**src/rtl/pm_pkg.sv**
```systemverilog
package pm_pkg;
  localparam int unsigned PRIO_W = 8;

  typedef enum logic [1:0] {
    ACC_NONE  = 2'd0,
    ACC_READ  = 2'd1,
    ACC_WRITE = 2'd2
  } acc_kind_e;

  typedef struct packed {
    acc_kind_e kind;
    logic      restricted;  // non-secure with split active
  } acc_t;

  function automatic int unsigned low_zero_bits(input int unsigned levels);
    return PRIO_W - $clog2(levels);
  endfunction
endpackage

```
**src/rtl/pm_access_decode.sv**
```systemverilog
module pm_access_decode #(
  parameter int unsigned ADDR_W = 8,
  parameter logic [ADDR_W-1:0] REG_ADDR = 'h04
) (
  input  logic              bus_sel,
  input  logic              bus_wr,
  input  logic [ADDR_W-1:0] bus_addr,
  input  logic              bus_secure,
  input  logic              split_en,
  output pm_pkg::acc_t      acc
);
  always_comb begin
    acc.kind       = pm_pkg::ACC_NONE;
    acc.restricted = split_en && !bus_secure;
    if (bus_sel && (bus_addr == REG_ADDR)) begin
      acc.kind = bus_wr ? pm_pkg::ACC_WRITE : pm_pkg::ACC_READ;
    end
  end
endmodule

```
**src/rtl/pm_mask_store.sv**
```systemverilog
module pm_mask_store #(
  parameter int unsigned LEVELS = 256
) (
  input  logic                      clk,
  input  logic                      rst,
  input  pm_pkg::acc_t              acc,
  input  logic [pm_pkg::PRIO_W-1:0] wdata,
  output logic [pm_pkg::PRIO_W-1:0] mask_q
);
  localparam int unsigned LZ = pm_pkg::low_zero_bits(LEVELS);

  logic                      load;
  logic [pm_pkg::PRIO_W-1:0] next_val;

  // Restricted writes are folded into the less urgent half; locked when
  // the stored value already sits in the more urgent half.
  always_comb begin
    load     = 1'b0;
    next_val = wdata;
    if (acc.kind == pm_pkg::ACC_WRITE) begin
      if (!acc.restricted) begin
        load = 1'b1;
      end else if (mask_q[pm_pkg::PRIO_W-1]) begin
        load     = 1'b1;
        next_val = {1'b1, wdata[pm_pkg::PRIO_W-1:1]};
      end
    end
  end

  for (genvar b = 0; b < pm_pkg::PRIO_W; b++) begin : g_bit
    if (b < LZ) begin : g_tied
      assign mask_q[b] = 1'b0;
    end else begin : g_flop
      logic bit_q;
      always_ff @(posedge clk) begin
        if (rst)       bit_q <= 1'b0;
        else if (load) bit_q <= next_val[b];
      end
      assign mask_q[b] = bit_q;
    end
  end
endmodule

```
**src/rtl/pm_read_view.sv**
```systemverilog
module pm_read_view #(
  parameter int unsigned BUS_W = 32
) (
  input  logic                      clk,
  input  logic                      rst,
  input  pm_pkg::acc_t              acc,
  input  logic [pm_pkg::PRIO_W-1:0] mask_q,
  output logic [BUS_W-1:0]          rdata
);
  logic [pm_pkg::PRIO_W-1:0] view;

  always_comb begin
    if (!acc.restricted)                view = mask_q;
    else if (mask_q[pm_pkg::PRIO_W-1])  view = {mask_q[pm_pkg::PRIO_W-2:0], 1'b0};
    else                                view = '0;
  end

  always_ff @(posedge clk) begin
    if (rst)                               rdata <= '0;
    else if (acc.kind == pm_pkg::ACC_READ) rdata <= BUS_W'(view);
    else                                   rdata <= '0;
  end
endmodule

```
**src/rtl/pm_prio_filter.sv**
```systemverilog
module pm_prio_filter (
  input  logic                      clk,
  input  logic                      rst,
  input  logic                      irq_valid,
  input  logic [pm_pkg::PRIO_W-1:0] irq_prio,
  input  logic [pm_pkg::PRIO_W-1:0] mask_q,
  output logic                      irq_signal
);
  always_ff @(posedge clk) begin
    if (rst) irq_signal <= 1'b0;
    else     irq_signal <= irq_valid && (irq_prio < mask_q);
  end
endmodule

```
**src/rtl/prio_mask_filter.sv**
```systemverilog
module prio_mask_filter #(
  parameter int unsigned ADDR_W = 8,
  parameter logic [ADDR_W-1:0] REG_ADDR = 'h04,
  parameter int unsigned BUS_W = 32,
  parameter int unsigned LEVELS = 256
) (
  input  logic              clk,
  input  logic              rst,
  input  logic              split_en,
  input  logic              bus_sel,
  input  logic              bus_wr,
  input  logic [ADDR_W-1:0] bus_addr,
  input  logic              bus_secure,
  input  logic [BUS_W-1:0]  bus_wdata,
  output logic [BUS_W-1:0]  bus_rdata,
  input  logic              irq_valid,
  input  logic [7:0]        irq_prio,
  output logic              irq_signal
);
  localparam int unsigned PW = pm_pkg::PRIO_W;

  pm_pkg::acc_t  acc;
  logic [PW-1:0] mask_q;
  logic          unused_hi;

  assign unused_hi = ^bus_wdata[BUS_W-1:PW];

  pm_access_decode #(.ADDR_W(ADDR_W), .REG_ADDR(REG_ADDR)) u_dec (
    .bus_sel(bus_sel), .bus_wr(bus_wr), .bus_addr(bus_addr),
    .bus_secure(bus_secure), .split_en(split_en), .acc(acc)
  );

  pm_mask_store #(.LEVELS(LEVELS)) u_store (
    .clk(clk), .rst(rst), .acc(acc), .wdata(bus_wdata[PW-1:0]), .mask_q(mask_q)
  );

  pm_read_view #(.BUS_W(BUS_W)) u_view (
    .clk(clk), .rst(rst), .acc(acc), .mask_q(mask_q), .rdata(bus_rdata)
  );

  pm_prio_filter u_filt (
    .clk(clk), .rst(rst), .irq_valid(irq_valid), .irq_prio(irq_prio),
    .mask_q(mask_q), .irq_signal(irq_signal)
  );
endmodule

```
**config.mk**
```make
export PLATFORM = sky130hd
export DESIGN_NAME = prio_mask_filter
export DESIGN_NICKNAME = d
export VERILOG_FILES = /design/src/rtl/pm_pkg.sv /design/src/rtl/pm_access_decode.sv /design/src/rtl/pm_mask_store.sv /design/src/rtl/pm_read_view.sv /design/src/rtl/pm_prio_filter.sv /design/src/rtl/prio_mask_filter.sv
export SDC_FILE = /design/constraint.sdc
export NUM_CORES = 1
export LEC_CHECK = 0
export BUFFER_PORTS_ARGS = -buffer_cell sky130_fd_sc_hd__buf_2
export CELL_PAD_IN_SITES_DETAIL_PLACEMENT = 0
export CELL_PAD_IN_SITES_GLOBAL_PLACEMENT = 2
export CORE_MARGIN = 5
export CORE_UTILIZATION = 21
export CTS_CLUSTER_SIZE = 28
export DETAILED_ROUTE_END_ITERATION = 12
export GPL_TIMING_DRIVEN = 0
export PLACE_DENSITY = 0.93
export SYNTH_ARGS = -nofsm -noshare
export SYNTH_HDL_FRONTEND = slang
export SYNTH_SLANG_ARGS = --single-unit
```
**constraint.sdc**
```tcl
create_clock -name clk -period 3 [get_ports clk]
set_input_delay 0.6 -clock clk [delete_from_list [all_inputs] [get_ports clk]]
set_output_delay 0.6 -clock clk [all_outputs]
set_load 0.1 [all_outputs]
```
======== After elaboration in Yosys (flattened, before gate mapping) ========
Index checks and enable logic that the tools add are counted.
cells by class
  bitwise gates (word level) .............. 1
  shift operators ......................... 0
  divide/modulo/power cells ............... 0
  muxes and demuxes ....................... 10
  reduce and logical (&&, ||, !) cells .... 5
  eq/ne operators ......................... 3
  multipliers ............................. 0
  add/subtract/negate cells ............... 0
  magnitude comparators ................... 1
operators with widths
  cell                number
  $mux 8              5
  $eq 8x3->1 const B  1
  $lt 8x8->1          1
  $mux 2              2
  $logic_and 1x1->1   3
  $mux 1              3
  $eq 2x1->1 const B  1
  $eq 2x2->1 const B  1
  $reduce_or 2->1     1
  $logic_not 1->1     1
  $not 1->1           1
word-level totals
  bits in writable memories ............... 0
  output and inout bits ................... 33
  memories kept ........................... 0
  bits in registers ....................... 41
  memory bits (read-only) ................. 0
  word-level logic and storage cells ...... 31
  bits in latches ......................... 0

======== Depth between registers and ports, before layout ========
  depth after elaboration ................. 6
  mapped depth ............................ 6
  mapped depth without buffers ............ 6

======== Modules after synthesis ========
Synthesis repeated with hierarchy kept, for this count alone.
unflattened totals
  cell total of the unflattened synthesis .. 137
  area, all modules ....................... 1,187.4 µm²
modules (own cells, without submodules)
  module            times used  sequential area each (µm²)  area each (µm²)  cells an instance
  pm_read_view      1           160.2                       496.7            57
  pm_mask_store     1           160.2                       422.9            50
  pm_prio_filter    1           20.0                        205.2            24
  pm_access_decode  1           0.0                         62.6             6

======== Worst setup path after synthesis ========
Ideal clock, no wire load.
  path type ............................... input port to flip-flop
  start point ............................. input port bus_addr[1]
  end point ............................... register u_store.g_bit[1].g_flop.bit_q
  arrival time ............................ 1,978 ps
  slack ................................... 895 ps
  required time ........................... 2,873 ps
  buffers on the path ..................... 0
  cell stages on the path ................. 4
  cell sequence ........................... or4b_4 -> a2111oi_4 -> mux2i_1 -> nor2_1
between the ends
  cells in the longest elaborated chain, start to end .. 5
  elaborated cells on any way between the ends .. 6
RTL lines
  item                              line                    text
  start, declared                   prio_mask_filter.sv:12  input logic [ADDR_W-1:0] bus_addr,
  $eq 8x3->1 *                      pm_access_decode.sv:15  if (bus_sel && (bus_addr == REG_ADDR)) begin
  $logic_and 1x1->1 *               pm_access_decode.sv:15
  $mux 2 *                          pm_access_decode.sv:15
  $eq 2x2->1 *                      pm_mask_store.sv:20     if (acc.kind == pm_pkg::ACC_WRITE) begin
  $mux 8 or $mux 1 (tied branches)  pm_mask_store.sv:20
  end signal, assigned              pm_mask_store.sv:37     else if (load) bit_q <= next_val[b];
  end, declared                     pm_mask_store.sv:34     logic bit_q;
Every way passes the cells marked *; elsewhere a longest branch is shown, timed or not.
A chain may end at the register's enable or synchronous reset.

======== Final worst setup path ========
  start point ............................. input port bus_addr[5]
  end point ............................... register u_view.rdata[7]
between the ends
  cells in the longest elaborated chain, start to end .. 6
RTL lines
  item                              line                    text
  $eq 8x3->1                        pm_access_decode.sv:15
  $logic_and 1x1->1                 pm_access_decode.sv:15
  $mux 2                            pm_access_decode.sv:15
  $eq 2x1->1                        pm_read_view.sv:20      else if (acc.kind == pm_pkg::ACC_READ) rdata <= BUS_W'(view);
  $not 1->1 (no source line)        n/a
  $reduce_or 2->1 (no source line)  n/a
  end signal, assigned              pm_read_view.sv:20
  end, declared                     pm_read_view.sv:8       output logic [BUS_W-1:0] rdata
Every way passes these cells.

==> flow_summary_export.csv <==
group,metric,value,unit
outcome,status,"complete, no violations",
power,power_switching_share,0.397,
worst_setup_path,cp.required,3180,ps
power,clkPwrFrac,0.287,
detailed_routing,detail_route.wl_per_cell,9.80,um
global_route,track_usage,0.0780,
power,worst_ir_drop_vdd,0.146,mV
power,power.switching,0.242,mW
hold_path,hold_class,"reg2reg",
worst_setup_path,ff2ff_path_depth,5,
timing,timing.fmax,0.477,GHz
finish,stdcell_count,265,
global_route,grt_max_degree,12,
finish,ff_latch_area,340,um2
timing,relSlewSlack,0.569,
finish,antenna_cells,0,
timing,maxSlewViolCount,0,
detailed_routing,drc,0,
timing,tns,0,ps
finish,final_common_cell,"buf_2",
placed_design,dpl.hpwl,2.28,mm
logic_synthesis,syn_inst,130,
placed_design,place_inst,261,
cts,cts_num_sinks,17,
timing,timing.hold.ws,488,ps
die,io_pins,88,
timing,min_period_over_period,0.699,
worst_setup_path,cp_top_family,"simple AND/OR/NAND/NOR gates",
power,p_comb_frac,0.342,
finish,fin_util,0.298,
timing,grt_setup_unrepaired,"no",
cts,ctsResizeCount,0,
die,rows,26,
cts,clkTransAtPathRegs,70,ps
power,total_leakage_power,0.700,nW
detailed_routing,ant_nets,0,
worst_setup_path,endpoint_kind,"register",
detailed_routing,first_iter_violations,34,
finish,final_nets,258,
worst_setup_path,path_depth,5,
worst_setup_path,crit_path_max_fanout,8,
die,die_x,83.1,um
die,initial_core_util,0.218,
logic_synthesis,async_flop_share,0,
cts,cts_setup_buffers,0,
cts,cts_tree,"done",
logic_synthesis,netlist.area_leader.share,0.304,
logic_synthesis,ys_seq_area_frac,0.304,
cts,hold_buffers,0,
global_route,antenna_found_initial,0,
worst_setup_path,slowest_delay,580,ps
cts,cts_buffer_depth,2,
worst_setup_path,critPathKind,"in2reg",
worst_setup_path,path_cells,"buf_2 > or4b_1 > nor3_1 > nand2_1 > a211oi_1",
placed_design,gp_congestion,0.790,
hold_path,min_delay_path_depth,2,
cts,cts-root-buf,"clkbuf_8",
power,p_int,0.368,mW
die,die-area,6900,um2
logic_synthesis,syn-cell-area,1120,um2
finish,fillers,590,
finish,area_growth,36.8,%
detailed_routing,finalWirelength,2.60,mm
power,seq_power_share,0.371,
logic_synthesis,yosys.area.top_type,"dfxtp_1",
worst_setup_path,slowest_stage,"or4b_1",
die,core,5140,um2
detailed_routing,vias_per_cell,3.59,
timing,finalSetupViolations,0,
timing,tightest_slew,646,ps
timing,final-hold-violation-count,0,
global_route,gr-total-overflow,0,
cts,cts-htree-levels,1,
global_route,grt_pass1_wl,4.51,mm
logic_synthesis,syn_avg_cell_area,8.62,um2
global_route,grt_pass1_vias,1004,
worst_setup_path,worst-path-buf-inv,1,
logic_synthesis,synth_edf_count,0,
finish,final_cell_mix,"38 x buf_2, 24 x buf_4, 24 x conb_1",
logic_synthesis,synth_flop_cell,"dfxtp_1",
timing,min_period,2100,ps
worst_setup_path,arrival,2270,ps
worst_setup_path,r2r_slack,1100,ps
timing,fin_skew,8.43,ps
finish,drive_gt1_frac,0.379,
logic_synthesis,ys_types,32,
detailed_routing,num_vias,952,
timing,layout_setup_ws,903,ps
cts,cts_inserted_buffers,3,
power,power_density,397,nW/um2
logic_synthesis,yosysWarnings,0,
die,die_h,83.1,um
placed_design,post-place-ws,607,ps
placed_design,numPortBuffers,38,
flow_run,drv_cap,0,
worst_setup_path,crit_path_start_kind,"primary input",
logic_synthesis,yosys-top-cells-area,"dfxtp_1 30%, buf_4 16%, ha_1 7.8%, mux2_2 6.0%, mux2i_1 5.4%",
finish,multiInputGateArea,646,um2
logic_synthesis,ys_ff_latch,17,
detailed_routing,drtPass1Iterations,4,
cts,insertion_delay,260,ps
[final cells by class]
class | instances | share of cell area
Sequential cell | 17 | 0.222
Timing Repair Buffer | 38 | 0.124
Tap cell | 70 | 0.0571
Clock inverter | 1 | 0.00489
Buffer | 28 | 0.127
Multi-Input combinational cell | 101 | 0.421
Inverter | 7 | 0.0171
Clock buffer | 3 | 0.0269
[flip-flops by register name, summed over array words and instances, names as in the netlist]
register                    count
u_filt.irq_signal               1
u_view.rdata                    8
u_store.g_bit.g_flop.bit_q      8
[layer usage]
layer  global-route usage  routed length, um  up-vias
met5                    0                  0        -
met4               0.0357                 55        0
met3               0.0287                258        4
met2                0.127               1190       37
met1               0.0909               1090      386
li1                     -                  -      525
[worst register-to-register path, stage by stage, from the launching register on]
cell and delay (ps):
dfxtp_1 310, clkbuf_1 320, inv_1 190, a2111oi_4 640, mux2i_1 260, nor2_1 50
[power by group through the flow]
stage	clock network, mW	registers, mW	logic [mW]
after floorplan	0	0.235	0.177
after global placement	0	0.231	0.207
after detailed placement	0	0.231	0.208
after CTS	0.178	0.226	0.208
after global routing	0.190	0.226	0.220
final	0.175	0.226	0.208
[through the flow]
stage	total power, mW	cell area (um2)
final	0.609	1530
after global routing	0.636	1530
after detailed placement	0.439	1490
after global placement	0.438	1490
after floorplan	0.412	1210
after CTS	0.613	1530
[path summary, 6_finish.rpt]
kind / start / to
worst max-delay path: bus_addr[5] / u_view.rdata[7]
worst max register to register: u_store.g_bit[7].g_flop.bit_q / u_store.g_bit[3].g_flop.bit_q
worst min-delay path: u_store.g_bit[0].g_flop.bit_q / u_view.rdata[0]
worst min register to register: u_store.g_bit[0].g_flop.bit_q / u_view.rdata[0]
[Yosys cell counts, types with 2 or more instances]
cell and instances:
nand2_1 10, clkbuf_1 3, dfxtp_1 17, or3_1 2, mux2_2 6, nor2_1 10, mux2i_1 6, a21oi_1 8
inv_1 7, nand3_1 7, ha_1 7, nand2b_1 4, buf_4 24
[cells by family (layout without fill, tap and decap cells)]
group / Yosys count / in the layout / synth area share
adder cells (fa/ha/maj): 7 / 7 / 0.0781
flip-flops: 17 / 17 / 0.304
buffers and inverters: 35 / 77 / 0.198
AND/OR/NAND/NOR: 41 / 41 / 0.189
other: 1 / 24 / 0.00335
AO/OA/AOI/OAI: 17 / 17 / 0.115
multiplexers: 12 / 12 / 0.114
Power figures use the tool's default switching activity.
